$ cat src/rtl/lin_uart_pkg.sv
package lin_uart_pkg;
  localparam int ST_TDRE = 7;
  localparam int ST_TC   = 6;
  localparam int ST_RDRF = 5;
  localparam int ST_BRK  = 4;
  localparam int ST_OVR  = 3;
  localparam int ST_FE   = 0;

  typedef enum logic [2:0] {
    RX_IDLE, RX_START, RX_DATA, RX_STOP, RX_EXTRA, RX_POST
  } rx_state_t;
endpackage

$ cat src/rtl/lin_uart_baud.sv
module lin_uart_baud #(
  parameter int DIV_W = 16
) (
  input  logic             clk,
  input  logic             rst,
  input  logic [DIV_W-1:0] div,
  output logic             tick
);
  logic [DIV_W-1:0] cnt;
  logic [DIV_W-1:0] reload;

  assign reload = (div == '0) ? '0 : div - 1'b1;

  always_ff @(posedge clk) begin
    if (rst) begin
      cnt  <= '0;
      tick <= 1'b0;
    end else if (cnt == '0) begin
      cnt  <= reload;
      tick <= 1'b1;
    end else begin
      cnt  <= cnt - 1'b1;
      tick <= 1'b0;
    end
  end
endmodule

$ cat src/rtl/lin_uart_rx.sv
module lin_uart_rx
  import lin_uart_pkg::*;
#(
  parameter int OSR = 8
) (
  input  logic       clk,
  input  logic       rst,
  input  logic       tick,
  input  logic       rx_in,
  input  logic       lin_mode,
  output logic       done,
  output logic [7:0] data,
  output logic       fe,
  output logic       brk
);
  localparam int CW = $clog2(OSR);
  localparam logic [CW-1:0] MID  = CW'(OSR/2 - 1);
  localparam logic [CW-1:0] LAST = CW'(OSR - 1);

  rx_state_t   st;
  logic        s1, s2, seen_hi;
  logic [CW-1:0] cnt;
  logic [2:0]  idx;

  always_ff @(posedge clk) begin
    if (rst) begin
      s1 <= 1'b1; s2 <= 1'b1;
      st <= RX_IDLE; seen_hi <= 1'b0;
      cnt <= '0; idx <= '0;
      data <= '0; fe <= 1'b0; brk <= 1'b0; done <= 1'b0;
    end else begin
      s1 <= rx_in;
      s2 <= s1;
      done <= 1'b0;
      if (tick) begin
        case (st)
          RX_IDLE: begin
            if (s2) seen_hi <= 1'b1;
            else if (seen_hi) begin
              st <= RX_START; cnt <= '0; seen_hi <= 1'b0;
            end
          end
          RX_START: begin
            if (cnt == MID) begin
              cnt <= '0; idx <= '0;
              if (!s2) st <= RX_DATA;
              else begin st <= RX_IDLE; seen_hi <= 1'b1; end
            end else cnt <= cnt + 1'b1;
          end
          RX_DATA: begin
            if (cnt == LAST) begin
              cnt  <= '0;
              data <= {s2, data[7:1]};
              if (idx == 3'd7) st <= RX_STOP;
              idx <= idx + 1'b1;
            end else cnt <= cnt + 1'b1;
          end
          RX_STOP: begin
            if (cnt == LAST) begin
              cnt <= '0;
              fe  <= !s2;
              brk <= !s2 && (data == '0) && !lin_mode;
              st  <= (!s2 && (data == '0) && lin_mode) ? RX_EXTRA : RX_POST;
            end else cnt <= cnt + 1'b1;
          end
          RX_EXTRA: begin
            if (cnt == LAST) begin
              cnt <= '0;
              brk <= !s2;
              st  <= RX_POST;
            end else cnt <= cnt + 1'b1;
          end
          default: begin
            done <= 1'b1;
            st   <= RX_IDLE;
          end
        endcase
      end
    end
  end

  p_done_pulse_r3: assert property (@(posedge clk) disable iff (rst)
    done |=> !done);

  p_start_low_r2: assert property (@(posedge clk) disable iff (rst)
    (st == RX_DATA && $past(st) == RX_START) |-> !$past(s2));

  p_brk_zero_r5: assert property (@(posedge clk) disable iff (rst)
    (done && brk) |-> (fe && data == '0));
endmodule

$ cat src/rtl/lin_uart_tx.sv
module lin_uart_tx #(
  parameter int OSR = 8
) (
  input  logic       clk,
  input  logic       rst,
  input  logic       tick,
  input  logic       wr_req,
  input  logic [7:0] wr_data,
  output logic       tdre,
  output logic       tc,
  output logic       tx
);
  localparam int CW = $clog2(OSR);
  localparam logic [CW-1:0] LAST = CW'(OSR - 1);

  logic          hold_full, busy;
  logic [7:0]    hold, sh;
  logic [3:0]    bitn;
  logic [CW-1:0] cnt;

  always_ff @(posedge clk) begin
    if (rst) begin
      hold_full <= 1'b0; hold <= '0; busy <= 1'b0; sh <= '0;
      bitn <= '0; cnt <= '0; tx <= 1'b1; tdre <= 1'b0; tc <= 1'b0;
    end else begin
      tdre <= !hold_full;
      tc   <= !busy && !hold_full;
      if (wr_req && !hold_full) begin
        hold      <= wr_data;
        hold_full <= 1'b1;
      end
      if (!busy && hold_full) begin
        busy <= 1'b1; sh <= hold; hold_full <= 1'b0;
        tx <= 1'b0; bitn <= '0; cnt <= '0;
      end else if (busy && tick) begin
        if (cnt == LAST) begin
          cnt <= '0;
          if (bitn == 4'd9) busy <= 1'b0;
          else begin
            bitn <= bitn + 1'b1;
            if (bitn == 4'd8) tx <= 1'b1;
            else begin
              tx <= sh[0];
              sh <= sh >> 1;
            end
          end
        end else cnt <= cnt + 1'b1;
      end
    end
  end

  p_tc_low_busy_r8: assert property (@(posedge clk) disable iff (rst)
    (busy && $past(busy)) |-> !tc);

  p_idle_high_r8: assert property (@(posedge clk) disable iff (rst)
    !busy |-> tx);
endmodule

$ cat src/rtl/lin_uart.sv
module lin_uart
  import lin_uart_pkg::*;
#(
  parameter int DIV_W = 16,
  parameter int OSR   = 8
) (
  input  logic             clk,
  input  logic             rst,
  input  logic [DIV_W-1:0] baud_div,
  input  logic             lin_mode,
  input  logic             meas_mode,
  input  logic             reg_rd,
  input  logic             reg_wr,
  input  logic             reg_addr,
  input  logic [7:0]       reg_wdata,
  output logic [15:0]      reg_rdata,
  input  logic             rx,
  output logic             tx,
  output logic             irq
);
  logic       tick, rx_done, rx_fe, rx_brk, tdre, tc;
  logic [7:0] rx_data, rxd;
  logic       rdrf, brf, ov, fe;
  logic [3:0] arm;
  logic       rd_stat, rd_data;
  logic [15:0] stat;

  assign rd_stat = reg_rd && !reg_addr;
  assign rd_data = reg_rd && reg_addr;

  lin_uart_baud #(.DIV_W(DIV_W)) u_baud (
    .clk(clk), .rst(rst), .div(baud_div), .tick(tick));

  lin_uart_rx #(.OSR(OSR)) u_rx (
    .clk(clk), .rst(rst), .tick(tick), .rx_in(rx), .lin_mode(lin_mode),
    .done(rx_done), .data(rx_data), .fe(rx_fe), .brk(rx_brk));

  lin_uart_tx #(.OSR(OSR)) u_tx (
    .clk(clk), .rst(rst), .tick(tick), .wr_req(reg_wr && reg_addr),
    .wr_data(reg_wdata), .tdre(tdre), .tc(tc), .tx(tx));

  always_comb begin
    stat          = '0;
    stat[ST_TDRE] = tdre;
    stat[ST_TC]   = tc;
    stat[ST_RDRF] = rdrf;
    stat[ST_BRK]  = brf;
    stat[ST_OVR]  = ov;
    stat[ST_FE]   = fe;
  end

  always_ff @(posedge clk) begin
    if (rst) begin
      rdrf <= 1'b0; brf <= 1'b0; ov <= 1'b0; fe <= 1'b0;
      rxd <= '0; arm <= '0; reg_rdata <= '0; irq <= 1'b0;
    end else begin
      irq <= rdrf || brf || ov;
      if (reg_rd) reg_rdata <= reg_addr ? {8'h00, rxd} : stat;
      if (rd_stat) arm <= {rdrf, brf, ov, fe};
      if (rd_data) begin
        if (arm[3]) rdrf <= 1'b0;
        if (arm[2]) brf  <= 1'b0;
        if (arm[1]) ov   <= 1'b0;
        if (arm[0]) fe   <= 1'b0;
        arm <= '0;
      end
      if (rx_done && !meas_mode) begin
        if (rdrf) ov <= 1'b1;
        else begin
          rdrf <= 1'b1;
          fe   <= rx_fe;
          brf  <= rx_brk;
          rxd  <= rx_brk ? 8'h00 : rx_data;
        end
      end
    end
  end

  p_brk_full_r5: assert property (@(posedge clk) disable iff (rst)
    brf |-> (rdrf && fe));

  p_ov_needs_full_r7: assert property (@(posedge clk) disable iff (rst)
    $rose(ov) |-> $past(rdrf));

  p_full_holds_r6: assert property (@(posedge clk) disable iff (rst)
    (rdrf && !rd_data) |=> rdrf);

  p_quiet_meas_r9: assert property (@(posedge clk) disable iff (rst)
    meas_mode |=> !$rose(rdrf));
endmodule

$ cat config.mk
export PLATFORM = sky130hd
export DESIGN_NAME = lin_uart
export DESIGN_NICKNAME = d
export VERILOG_FILES = /design/src/rtl/lin_uart_pkg.sv /design/src/rtl/lin_uart_baud.sv /design/src/rtl/lin_uart_rx.sv /design/src/rtl/lin_uart_tx.sv /design/src/rtl/lin_uart.sv
export SDC_FILE = /design/constraint.sdc
export NUM_CORES = 1
export LEC_CHECK = 0
export ABC_CLOCK_PERIOD_IN_PS = 3500
export CORE_ASPECT_RATIO = 1.2
export CORE_UTILIZATION = 61
export DETAILED_ROUTE_END_ITERATION = 7
export GPL_ROUTABILITY_DRIVEN = 0
export PLACE_DENSITY = 0.89
export SYNTH_ARGS = -nofsm -noshare
export SYNTH_HDL_FRONTEND = slang
export SYNTH_SLANG_ARGS = --single-unit
$ cat constraint.sdc
create_clock -name clk -period 3.5 [get_ports clk]
set_input_delay 0.525 -clock clk [delete_from_list [all_inputs] [get_ports clk]]
set_output_delay 0.525 -clock clk [all_outputs]
set_load 0.005 [all_outputs]
==> metrics.json <==
{
  "outcome": {"value": "complete, no violations"},
  "initial_cell_density_of_the_core": {"value": 63.1, "unit": "%"},
  "share_of_the_synthesized_area_in_the_top_cell_type": {"value": 40.8, "unit": "%"},
  "antenna_cells_inserted": {"value": 0},
  "utilization": {"value": 71.1, "unit": "%"},
  "drt_first_iter_violations": {"value": 206},
  "numCtsBuffers": {"value": 9},
  "cp-start-kind": {"value": "input pin"},
  "post_synth_inst_count": {"value": 539},
  "crit_chain": {"value": "clkdlybuf4s50_1, inv_1, ha_1, nor3b_2, nand2_1, nor4b_1, mux2i_1, o22ai_1"},
  "crit_path_max_fanout": {"value": 6},
  "worstMarginPinSlew": {"value": 0.790, "unit": "ns"},
  "final_min_period_over_clock_period": {"value": 66.2, "unit": "%"},
  "worst_path_max_delay_cell": {"value": "sky130_fd_sc_hd__nor4b_1"},
  "boundaryPins": {"value": 50},
  "postCtsSetupRepairBufs": {"value": 0},
  "met3WireLength": {"value": 250, "unit": "um"},
  "core.rowCount": {"value": 34},
  "cts.reportedPaths.clkPinSlew": {"value": 0.09, "unit": "ns"},
  "post_cts_resized": {"value": 0},
  "critPathArrivalTime": {"value": 2.56, "unit": "ns"},
  "commonest_non_fill_non_tap_cell_in_the_layout": {"value": "sky130_fd_sc_hd__dfxtp_1"},
  "floorplan.die_area": {"value": 7830, "unit": "sq um"},
  "die_width": {"value": 80.9, "unit": "um"},
  "finalNetCount": {"value": 611},
  "clock.fmax": {"value": 0.431, "unit": "GHz"},
  "pin_count_of_the_biggest_net_entering_global_routing": {"value": 80},
  "clock_tree.buffer_depth": {"value": 2},
  "die_h": {"value": 96.7, "unit": "um"},
  "required": {"value": 3.74, "unit": "ns"},
  "met2_wirelength": {"value": 4680, "unit": "um"},
  "drc": {"value": 0},
  "relSlewSlack": {"value": 47.2, "unit": "%"},
  "finalSetupTns": {"value": 0, "unit": "ns"},
  "synthArstFlopShare": {"value": 0, "unit": "%"},
  "clock_sinks": {"value": 93},
  "preCtsSetupSlack": {"value": 0.827, "unit": "ns"},
  "core_area": {"value": 7230, "unit": "sq um"},
  "hold_buffers": {"value": 0},
  "grt_util_all_layers": {"value": 23.9, "unit": "%"},
  "worstSetupPathType": {"value": "input pin to register"},
  "clk_root_buffer_cell": {"value": "sky130_fd_sc_hd__clkbuf_8"},
  "routed_via_density": {"value": 5.70},
  "slew_violations": {"value": 0},
  "detail_route.wirelength": {"value": 8840, "unit": "um"},
  "irDropWorstVdd": {"value": 0.309, "unit": "mV"},
  "cts_tree": {"value": "done"},
  "avgSynthCellArea": {"value": 8.46, "unit": "sq um"},
  "synth_sequential_area_ratio": {"value": 40.8, "unit": "%"},
  "layout_common_cells": {"value": "sky130_fd_sc_hd__dfxtp_1 (93), sky130_fd_sc_hd__nor2_1 (70), sky130_fd_sc_hd__a21oi_1 (52)"},
  "leakage": {"value": 0.00196, "unit": "uW"},
  "critical-path-top-delay-family": {"value": "simple AND/OR/NAND/NOR gates"},
  "post_dp_cell_area": {"value": 4950, "unit": "sq um"},
  "worst_slack": {"value": 1.18, "unit": "ns"},
  "post_route_cells_drive_above_1_share": {"value": 6.50, "unit": "%"},
  "ant_nets": {"value": 0},
  "grt.overflow.total": {"value": 0},
  "fin_crit": {"value": 2.32, "unit": "ns"},
  "post_route_design_area": {"value": 5140, "unit": "sq um"},
  "post_synth_main_area_contributors": {"value": "sky130_fd_sc_hd__dfxtp_1 (41%), sky130_fd_sc_hd__mux2i_1 (6.4%), sky130_fd_sc_hd__nor2_1 (5.8%)"},
  "p_per_area": {"value": 520, "unit": "nW/um^2"},
  "worst-path-buf-inv": {"value": 2},
  "crit_path_end_kind": {"value": "register"},
  "routedLengthMet1": {"value": 3790, "unit": "um"},
  "hpwl_dp": {"value": 6270, "unit": "um"},
  "worst_hold_path_type": {"value": "register to register"},
  "area_growth_syn_to_layout": {"value": 12.7, "unit": "%"},
  "highest-signal-layer": {"value": "met4"},
  "final_hold_viol_count": {"value": 0},
  "routed_wire_length_per_instance": {"value": 13.4, "unit": "um"},
  "vias": {"value": 3757},
  "final.setup_skew": {"value": 0.00979, "unit": "ns"},
  "synth.cell_area": {"value": 4560, "unit": "sq um"},
  "port_buffers": {"value": 41},
  "most_common_flop_cell_mapped_by_yosys": {"value": "sky130_fd_sc_hd__dfxtp_1"},
  "rsz0062_at_grt": {"value": "no"},
  "firstDrtPassIters": {"value": 4},
  "timing.critical_path.slowest_cell_delay": {"value": 0.44, "unit": "ns"},
  "synth-warning-count": {"value": 0},
  "number_of_antenna_violations_at_the_first_check_in_global_routing": {"value": 0},
  "grt_pass1_wl": {"value": 14900, "unit": "um"},
  "synth-edff-count": {"value": 0},
  "cap_viol_max_count": {"value": 0},
  "setup.reg_to_reg.worst_slack": {"value": 1.25, "unit": "ns"},
  "ctsHtreeMaxLevel": {"value": 3},
  "report.final.setup_viol": {"value": 0},
  "grt_pass1_vias": {"value": 3500},
  "post-synth-top-area-cell": {"value": "sky130_fd_sc_hd__dfxtp_1"},
  "ys_ff_latch": {"value": 93},
  "clk_latency": {"value": 0.35, "unit": "ns"},
  "synth_cell_type_count": {"value": 58}
}
[area by class of cell]
| cell class | instances | area, sq um |
|---|---|---|
| clock buffer | 9 | 124 |
| clock inverter | 6 | 65.1 |
| fill | 595 | 2090 |
| inverter | 16 | 60.1 |
| multi-input combinational | 400 | 2480 |
| sequential | 93 | 1860 |
| tap | 90 | 113 |
| timing repair buffer | 45 | 435 |
[worst paths after layout]
path,from,to,cells after the start
max,baud_div[0],u_baud.cnt[12],8
min reg2reg,u_rx.s1,u_rx.s2,1
max reg2reg,u_baud.cnt[7],u_baud.cnt[6],5
min,u_rx.s1,u_rx.s2,1
[metrics by stage]
step           std cells  power [uW]  hold slack [ns]
4_1_cts              659        2680            0.412
3_5_place_dp         644        2000            0.393
3_3_place_gp         644        1960            0.393
5_1_grt              659        2810            0.436
6_report             659        2670            0.411
2_1_floorplan        546        1840            0.389
[state kept, by name (all words and copies together) (netlist names), 3 cells and up]
name / count
reg_rdata: 8
u_rx.cnt: 3
u_tx.sh: 8
u_rx.idx: 3
u_tx.bitn: 4
arm: 4
u_rx.st: 3
u_tx.hold: 8
rxd: 8
u_rx.data: 8
u_tx.cnt: 3
u_baud.cnt: 16
[synth_stat cells (10+ instances only)]
library cell,count
sky130_fd_sc_hd__xor2_1,16
sky130_fd_sc_hd__nand3b_1,11
sky130_fd_sc_hd__clkbuf_1,22
sky130_fd_sc_hd__nand3_1,33
sky130_fd_sc_hd__a21oi_1,52
sky130_fd_sc_hd__mux2i_1,29
sky130_fd_sc_hd__ha_1,14
sky130_fd_sc_hd__dfxtp_1,93
sky130_fd_sc_hd__nor2b_1,10
sky130_fd_sc_hd__inv_1,15
sky130_fd_sc_hd__a211oi_1,13
sky130_fd_sc_hd__nor2_1,70
sky130_fd_sc_hd__nand2_1,51
[power by group]
group / internal (uW) / leakage (uW) / switching (uW)
logic: 335 / 0.00111 / 394
clock network: 326 / 0.0000950 / 358
registers: 1160 / 0.000756 / 105
total: 1820 / 0.00196 / 857
[layer usage]
metal / vias to the layer above / GRT usage, %
met5: - / 0
met4: 0 / 7.97
met3: 14 / 5.00
met2: 78 / 42.7
met1: 1752 / 27.4
li1: 1913 / -
[kinds of logic after synthesis]
logic type / Yosys count / synth area share (%)
buf+inv: 53 / 5.32
fa+ha+maj: 14 / 3.84
xor+xnor: 21 / 4.03
other cells: 1 / 0.0822
simple gates: 233 / 26.8
compound gates: 94 / 12.5
mux: 30 / 6.61
flops: 93 / 40.8
[worst reg2reg max path, delay by kind of cell, from the launching register on]
family / cells / cell delay (ns)
DFF: 1 / 0.34
AOI/OAI and AO/OA: 2 / 0.54
and+or+nand+nor: 3 / 1.21
No activity file was read; power rests on OpenSTA's default activity.
